### src/rtl/tick_timer_pkg.sv
package tick_timer_pkg;

    typedef enum logic [1:0] {
        REG_CFG    = 2'd0,
        REG_COUNT  = 2'd1,
        REG_STATUS = 2'd2,
        REG_IRQEN  = 2'd3
    } reg_addr_e;

    localparam int unsigned RUN_BIT  = 16;
    localparam int unsigned FLAG_BIT = 0;

endpackage

### src/rtl/tick_prescaler.sv
module tick_prescaler #(
    parameter int unsigned TICK_CYCLES = 10000
) (
    input  logic clk,
    input  logic rst_n,
    input  logic run,
    input  logic restart,
    output logic tick
);
    localparam int unsigned PS_W = $clog2(TICK_CYCLES + 1);
    localparam logic [PS_W-1:0] LAST = PS_W'(TICK_CYCLES - 1);

    typedef struct packed {
        logic [PS_W-1:0] phase;
    } ps_state_t;

    ps_state_t st_d, st_q;
    logic      at_last;

    always_comb begin
        st_d    = st_q;
        at_last = (st_q.phase == LAST);
        tick    = run && !restart && at_last;
        if (restart || !run) begin
            st_d.phase = '0;
        end else if (at_last) begin
            st_d.phase = '0;
        end else begin
            st_d.phase = st_q.phase + 1'b1;
        end
    end

    always_ff @(posedge clk or negedge rst_n) begin
        if (!rst_n) begin
            st_q <= '0;
        end else begin
            st_q <= st_d;
        end
    end

endmodule

### src/rtl/tick_downcounter.sv
module tick_downcounter #(
    parameter int unsigned CNT_W = 16
) (
    input  logic             clk,
    input  logic             rst_n,
    input  logic             tick,
    input  logic             load,
    input  logic [CNT_W-1:0] load_val,
    output logic [CNT_W-1:0] count,
    output logic             wrap
);
    typedef struct packed {
        logic [CNT_W-1:0] value;
    } cnt_state_t;

    cnt_state_t st_d, st_q;
    logic       at_zero;

    always_comb begin
        st_d    = st_q;
        at_zero = (st_q.value == '0);
        wrap    = tick && !load && at_zero;
        if (load) begin
            st_d.value = load_val;
        end else if (tick) begin
            if (at_zero) begin
                st_d.value = '1;
            end else begin
                st_d.value = st_q.value - 1'b1;
            end
        end
    end

    always_ff @(posedge clk or negedge rst_n) begin
        if (!rst_n) begin
            st_q.value <= '1;
        end else begin
            st_q <= st_d;
        end
    end

    assign count = st_q.value;

endmodule

### src/rtl/tick_irq_ctrl.sv
module tick_irq_ctrl (
    input  logic clk,
    input  logic rst_n,
    input  logic wrap,
    input  logic ie_wr,
    input  logic ie_val,
    input  logic clr_wr,
    input  logic clr_val,
    output logic flag,
    output logic ie,
    output logic irq
);
    typedef struct packed {
        logic flag;
        logic ie;
    } irq_state_t;

    irq_state_t st_d, st_q;
    logic       set_hit;
    logic       clr_hit;

    always_comb begin
        st_d    = st_q;
        set_hit = wrap && st_q.ie;
        clr_hit = clr_wr && clr_val;
        if (set_hit) begin
            st_d.flag = 1'b1;
        end else if (clr_hit) begin
            st_d.flag = 1'b0;
        end
        if (ie_wr) begin
            st_d.ie = ie_val;
        end
    end

    always_ff @(posedge clk or negedge rst_n) begin
        if (!rst_n) begin
            st_q <= '0;
        end else begin
            st_q <= st_d;
        end
    end

    assign flag = st_q.flag;
    assign ie   = st_q.ie;
    assign irq  = st_q.flag && st_q.ie;

endmodule

### src/rtl/tick_timer.sv
module tick_timer
    import tick_timer_pkg::*;
#(
    parameter int unsigned TICK_CYCLES = 10000,
    parameter int unsigned CNT_W       = 16,
    parameter int unsigned DATA_W      = 32
) (
    input  logic              clk,
    input  logic              rst_n,
    input  logic              wr_en,
    input  logic [1:0]        wr_addr,
    input  logic [DATA_W-1:0] wr_data,
    input  logic [1:0]        rd_addr,
    output logic [DATA_W-1:0] rd_data,
    output logic              irq
);
    localparam int unsigned PAD_W = DATA_W - CNT_W - 1;

    typedef struct packed {
        logic             run;
        logic [CNT_W-1:0] start;
    } cfg_state_t;

    cfg_state_t       cfg_d, cfg_q;
    logic             cfg_wr;
    logic             load;
    logic             tick;
    logic             wrap;
    logic [CNT_W-1:0] count;
    logic             flag;
    logic             ie;
    logic             run_en;
    logic [CNT_W-1:0] start_val;

    always_comb begin
        cfg_d  = cfg_q;
        load   = 1'b0;
        cfg_wr = wr_en && (wr_addr == REG_CFG);
        if (cfg_wr) begin
            cfg_d.run = wr_data[RUN_BIT];
            if (wr_data[RUN_BIT]) begin
                cfg_d.start = wr_data[CNT_W-1:0];
                load        = 1'b1;
            end else if (cfg_q.run) begin
                cfg_d.start = '1;
            end else begin
                cfg_d.start = wr_data[CNT_W-1:0];
            end
        end
    end

    always_ff @(posedge clk or negedge rst_n) begin
        if (!rst_n) begin
            cfg_q.run   <= 1'b0;
            cfg_q.start <= '1;
        end else begin
            cfg_q <= cfg_d;
        end
    end

    assign run_en    = cfg_q.run;
    assign start_val = cfg_q.start;

    tick_prescaler #(
        .TICK_CYCLES(TICK_CYCLES)
    ) u_presc (
        .clk    (clk),
        .rst_n  (rst_n),
        .run    (run_en),
        .restart(load),
        .tick   (tick)
    );

    tick_downcounter #(
        .CNT_W(CNT_W)
    ) u_count (
        .clk     (clk),
        .rst_n   (rst_n),
        .tick    (tick),
        .load    (load),
        .load_val(wr_data[CNT_W-1:0]),
        .count   (count),
        .wrap    (wrap)
    );

    tick_irq_ctrl u_irq (
        .clk    (clk),
        .rst_n  (rst_n),
        .wrap   (wrap),
        .ie_wr  (wr_en && (wr_addr == REG_IRQEN)),
        .ie_val (wr_data[FLAG_BIT]),
        .clr_wr (wr_en && (wr_addr == REG_STATUS)),
        .clr_val(wr_data[FLAG_BIT]),
        .flag   (flag),
        .ie     (ie),
        .irq    (irq)
    );

    always_comb begin
        rd_data = '0;
        unique case (rd_addr)
            REG_CFG:    rd_data = {{PAD_W{1'b0}}, cfg_q.run, cfg_q.start};
            REG_COUNT:  rd_data = {{(DATA_W-CNT_W){1'b0}}, count};
            REG_STATUS: rd_data = {{(DATA_W-1){1'b0}}, flag};
            REG_IRQEN:  rd_data = {{(DATA_W-1){1'b0}}, ie};
            default:    rd_data = '0;
        endcase
    end

endmodule

### config.mk
export PLATFORM = sky130hd
export DESIGN_NAME = tick_timer
export DESIGN_NICKNAME = d
export VERILOG_FILES = /design/src/rtl/tick_timer_pkg.sv /design/src/rtl/tick_prescaler.sv /design/src/rtl/tick_downcounter.sv /design/src/rtl/tick_irq_ctrl.sv /design/src/rtl/tick_timer.sv
export SDC_FILE = /design/constraint.sdc
export NUM_CORES = 1
export LEC_CHECK = 0
export ABC_AREA = 1
export BUFFER_PORTS_ARGS = -buffer_cell sky130_fd_sc_hd__buf_2
export CELL_PAD_IN_SITES_DETAIL_PLACEMENT = 0
export CELL_PAD_IN_SITES_GLOBAL_PLACEMENT = 1
export CORE_MARGIN = 5
export CORE_UTILIZATION = 35
export CTS_CLUSTER_DIAMETER = 150
export DETAILED_ROUTE_END_ITERATION = 10
export PLACE_DENSITY_LB_ADDON = 0.1
export SYNTH_ARGS = -nofsm -noshare
export SYNTH_HDL_FRONTEND = slang
export SYNTH_SLANG_ARGS = --single-unit
### constraint.sdc
create_clock -name clk -period 1.4 [get_ports clk]
set_input_delay 0 -clock clk [delete_from_list [all_inputs] [get_ports clk]]
set_output_delay 0 -clock clk [all_outputs]
set_load 0.02 [all_outputs]
==> flow_summary.toml <==
[die]
start_util_pct = 36.1
die_area_mm2 = 0.0110
core_area_mm2 = 0.00876
die_x_um = 105
fp-row-count = 34
die_h_um = 105
ios = 72

[worst_setup_path]
crit_fanout = 5
cp.arrival_ns = 1.72
critPathKind = "register to register"
end_kind = "register"
cp_top_family = "flip-flops"
path_buf_inv = 2
crit_path_frequent_cell = "nand2_2"
slowest_delay_ns = 0.57
required_ns = 1.63
critPathLaunchType = "register"
path_cells = "inv_4 -> ha_4 -> inv_2 -> nor2_2 -> nand2_2 -> nor2_4 -> nand2_2 -> nand4_1 -> nand3_1 -> o21ai_0"
crit_slowest_cell = "dfstp_2"

[routing]
wire_per_inst_um = 14.8
vias = 3020
viasPerCell = 4.71
drcViolationCount = 0
drtIter0Drc = 125
wirelength_um = 9520
drtPass1Iterations = 4
drtAntennaViolNets = 0

[timing]
hold_viol_final = 1
finalSetupViolCount = 17
report.final.slew_viol_count = 0
worst_slew_pin_slew_ns = 0.537
rsz0062_at_grt = "true"
max_freq_ghz = 0.673
slew_headroom_pct = 64.2
holdWs_ns = -0.00301
finalCriticalPeriod_ns = 1.49
skew_ns = 0.0109
fin_setup_tns_ns = -0.711
fin_ws_ns = -0.0855
fin_crit_sh_pct = 106

[clock_network]
path_clk_slew_ns = 0.11
cts_root_buf = "clkbuf_8"
cts_tree = "yes"
htreeDepth = 2
cts_sinks = 49
cts_made_buffers = 5
clock_latency_ns = 0.31
clockBufferDepth = 2

[synthesis]
syn_area_per_cell_um2 = 7.35
yosysSeqAreaShare_pct = 40.0
synth_cells = 430
yosysMostFrequentCell = "nand2_1"
synth_cell_types = 34
synth-edff-count = 0
yosysWarnings = 0
synthArstFlopShare_pct = 100
synth.largest_area_cell = "dfstp_2"
ys.flop_type = "dfstp_2"
syn-cell-area_mm2 = 0.00316
yosysTopAreaCellShare_pct = 26.6
synthTopCellsByCount = "nand2_1 (91), inv_1 (59), nor2_1 (45), o21ai_0 (45), nand3_1 (34)"
synth_seq_cells = 49
synth_area_leaders = "dfstp_2 (27%), dfrtp_1 (13%), nand2_1 (11%)"

[status]
failed_checks = "hold timing, setup timing"
status = "finished, violations left"

[power]
finalPower_uw = 5780
ir_drop_uv = 605
power_leakage_uw = 0.00209
power.density_mw_per_mm2 = 1290

[placement]
dp_worst_setup_slack_ns = -0.203
io_buffers = 41
place_congestion = 0.815
dp_hpwl_um = 6840

[grt]
antenna_found_initial = 0
grt_max_degree = 33
overflow = 0
grt_pass1_vias = 3049
grt_usage_pct = 17.0
grt_pass1_wl_um = 15400

[final_layout]
fillers = 893
nets = 574
drive_gt1_share_pct = 41.3
antennaDiodeCount = 0
area_growth_pct = 41.4
fin_util_pct = 51.0

[min_path]
worstHoldPathType = "input pin to register"

[job]
maxCapViolations = 0
-- repair_timing --
action | CTS | global route
cloned | 1 | 0
gates resized for setup | 51 | 64
pin swaps | 15 | 25
setup buffers | 4 | 5
hold endpoints to repair | 51 | 0
setup endpoints to repair | 32 | 41
hold buffers | 19 | 0
-- tightest hold or removal path, delay by kind of cell --
kind / cells / cell delay (ns)
AOI/OAI and AO/OA: 2 / 0.17
buffers and inverters: 1 / 0.09
-- stage by stage --
step	area, µm²	std cells	hold WS (ns)
2_1_floorplan	3220	444	-0.296
6_report	4470	641	-0.00301
3_3_place_gp	3710	606	-0.0124
4_1_cts	4220	638	0.000541
5_1_grt	4470	641	0.0111
3_5_place_dp	3710	606	-0.0167
-- worst paths after layout --
check / startpoint / endpoint / slack (ns) / cells past startpoint
worst max register to register: u_count.count[0]$_DFFE_PN1P_ / u_count.count[4]$_DFFE_PN1P_ / -0.09 / 10
max in group asynchronous: rst_n / u_count.count[11]$_DFFE_PN1P_ / 0.69 / 3
min in group asynchronous: rst_n / run_en$_DFFE_PN0N_ / 0.16 / 2
worst min register to register: start_val[8]$_DFFE_PN1N_ / start_val[8]$_DFFE_PN1N_ / 0.50 / 2
worst max-delay path: u_count.count[0]$_DFFE_PN1P_ / u_count.count[4]$_DFFE_PN1P_ / -0.09 / 10
worst min-delay path: wr_data[9] / start_val[9]$_DFFE_PN1N_ / -0.003 / 3
-- flip-flops by register name (all words and copies together) (netlist names) --
register / cells
run_en: 1
start_val: 16
u_count.count: 16
u_irq.flag: 1
u_irq.ie: 1
u_presc.st_q: 14
-- cell usage in the layout, fill, tap and decap left out, drive strengths merged --
master / instances
nand2: 98
buf: 89
inv: 62
nor2: 52
o21ai: 46
nand3: 40
dfstp: 32
dlygate4sd3: 19
dfrtp: 17
conb: 15
o22ai: 13
or2: 7
nand4: 7
a21oi: 7
clkbuf: 6
nor3: 6
a31oi: 3
xor2: 3
ha: 3
xnor2: 2
nor3b: 2
o221ai: 1
and3: 1
and2: 1
bufinv: 1
-- cell type report --
| type | instances | area, µm² | area share, % |
|---|---|---|---|
| Clock inverter | 2 | 38.8 | 0.868 |
| Inverter | 61 | 241 | 5.40 |
| Sequential cell | 49 | 1270 | 28.3 |
| Timing Repair Buffer | 108 | 886 | 19.8 |
| Tap cell | 108 | 135 | 3.02 |
| Clock buffer | 6 | 72.6 | 1.62 |
| Multi-Input combinational cell | 307 | 1830 | 40.9 |
-- routing by layer --
| layer | vias to the layer above | GRT usage [%] | share of wire (%) |
|---|---|---|---|
| li1 | 1553 | - | - |
| met2 | 49 | 29.6 | 51 |
| met5 | - | 0 | 0 |
| met1 | 1414 | 22.8 | 45 |
| met3 | 4 | 2.34 | 3.0 |
| met4 | 0 | 2.74 | 0.58 |
-- kinds of logic (layout without fill, tap and decap cells) --
| family | after synthesis | count (layout) | share of synthesized area, % |
|---|---|---|---|
| fa+ha+maj | 3 | 3 | 1.19 |
| simple gates | 213 | 214 | 32.0 |
| compound gates | 70 | 70 | 11.8 |
| buf+inv | 89 | 177 | 13.4 |
| flops | 49 | 49 | 40.0 |
| other cells | 1 | 15 | 0.119 |
| xor+xnor | 5 | 5 | 1.39 |
-- power breakdown --
| group | switching, µW | internal [µW] |
|---|---|---|
| sequential | 230 | 1870 |
| clock | 542 | 542 |
| combinational | 1500 | 1100 |
Power figures use the tool's default switching activity.
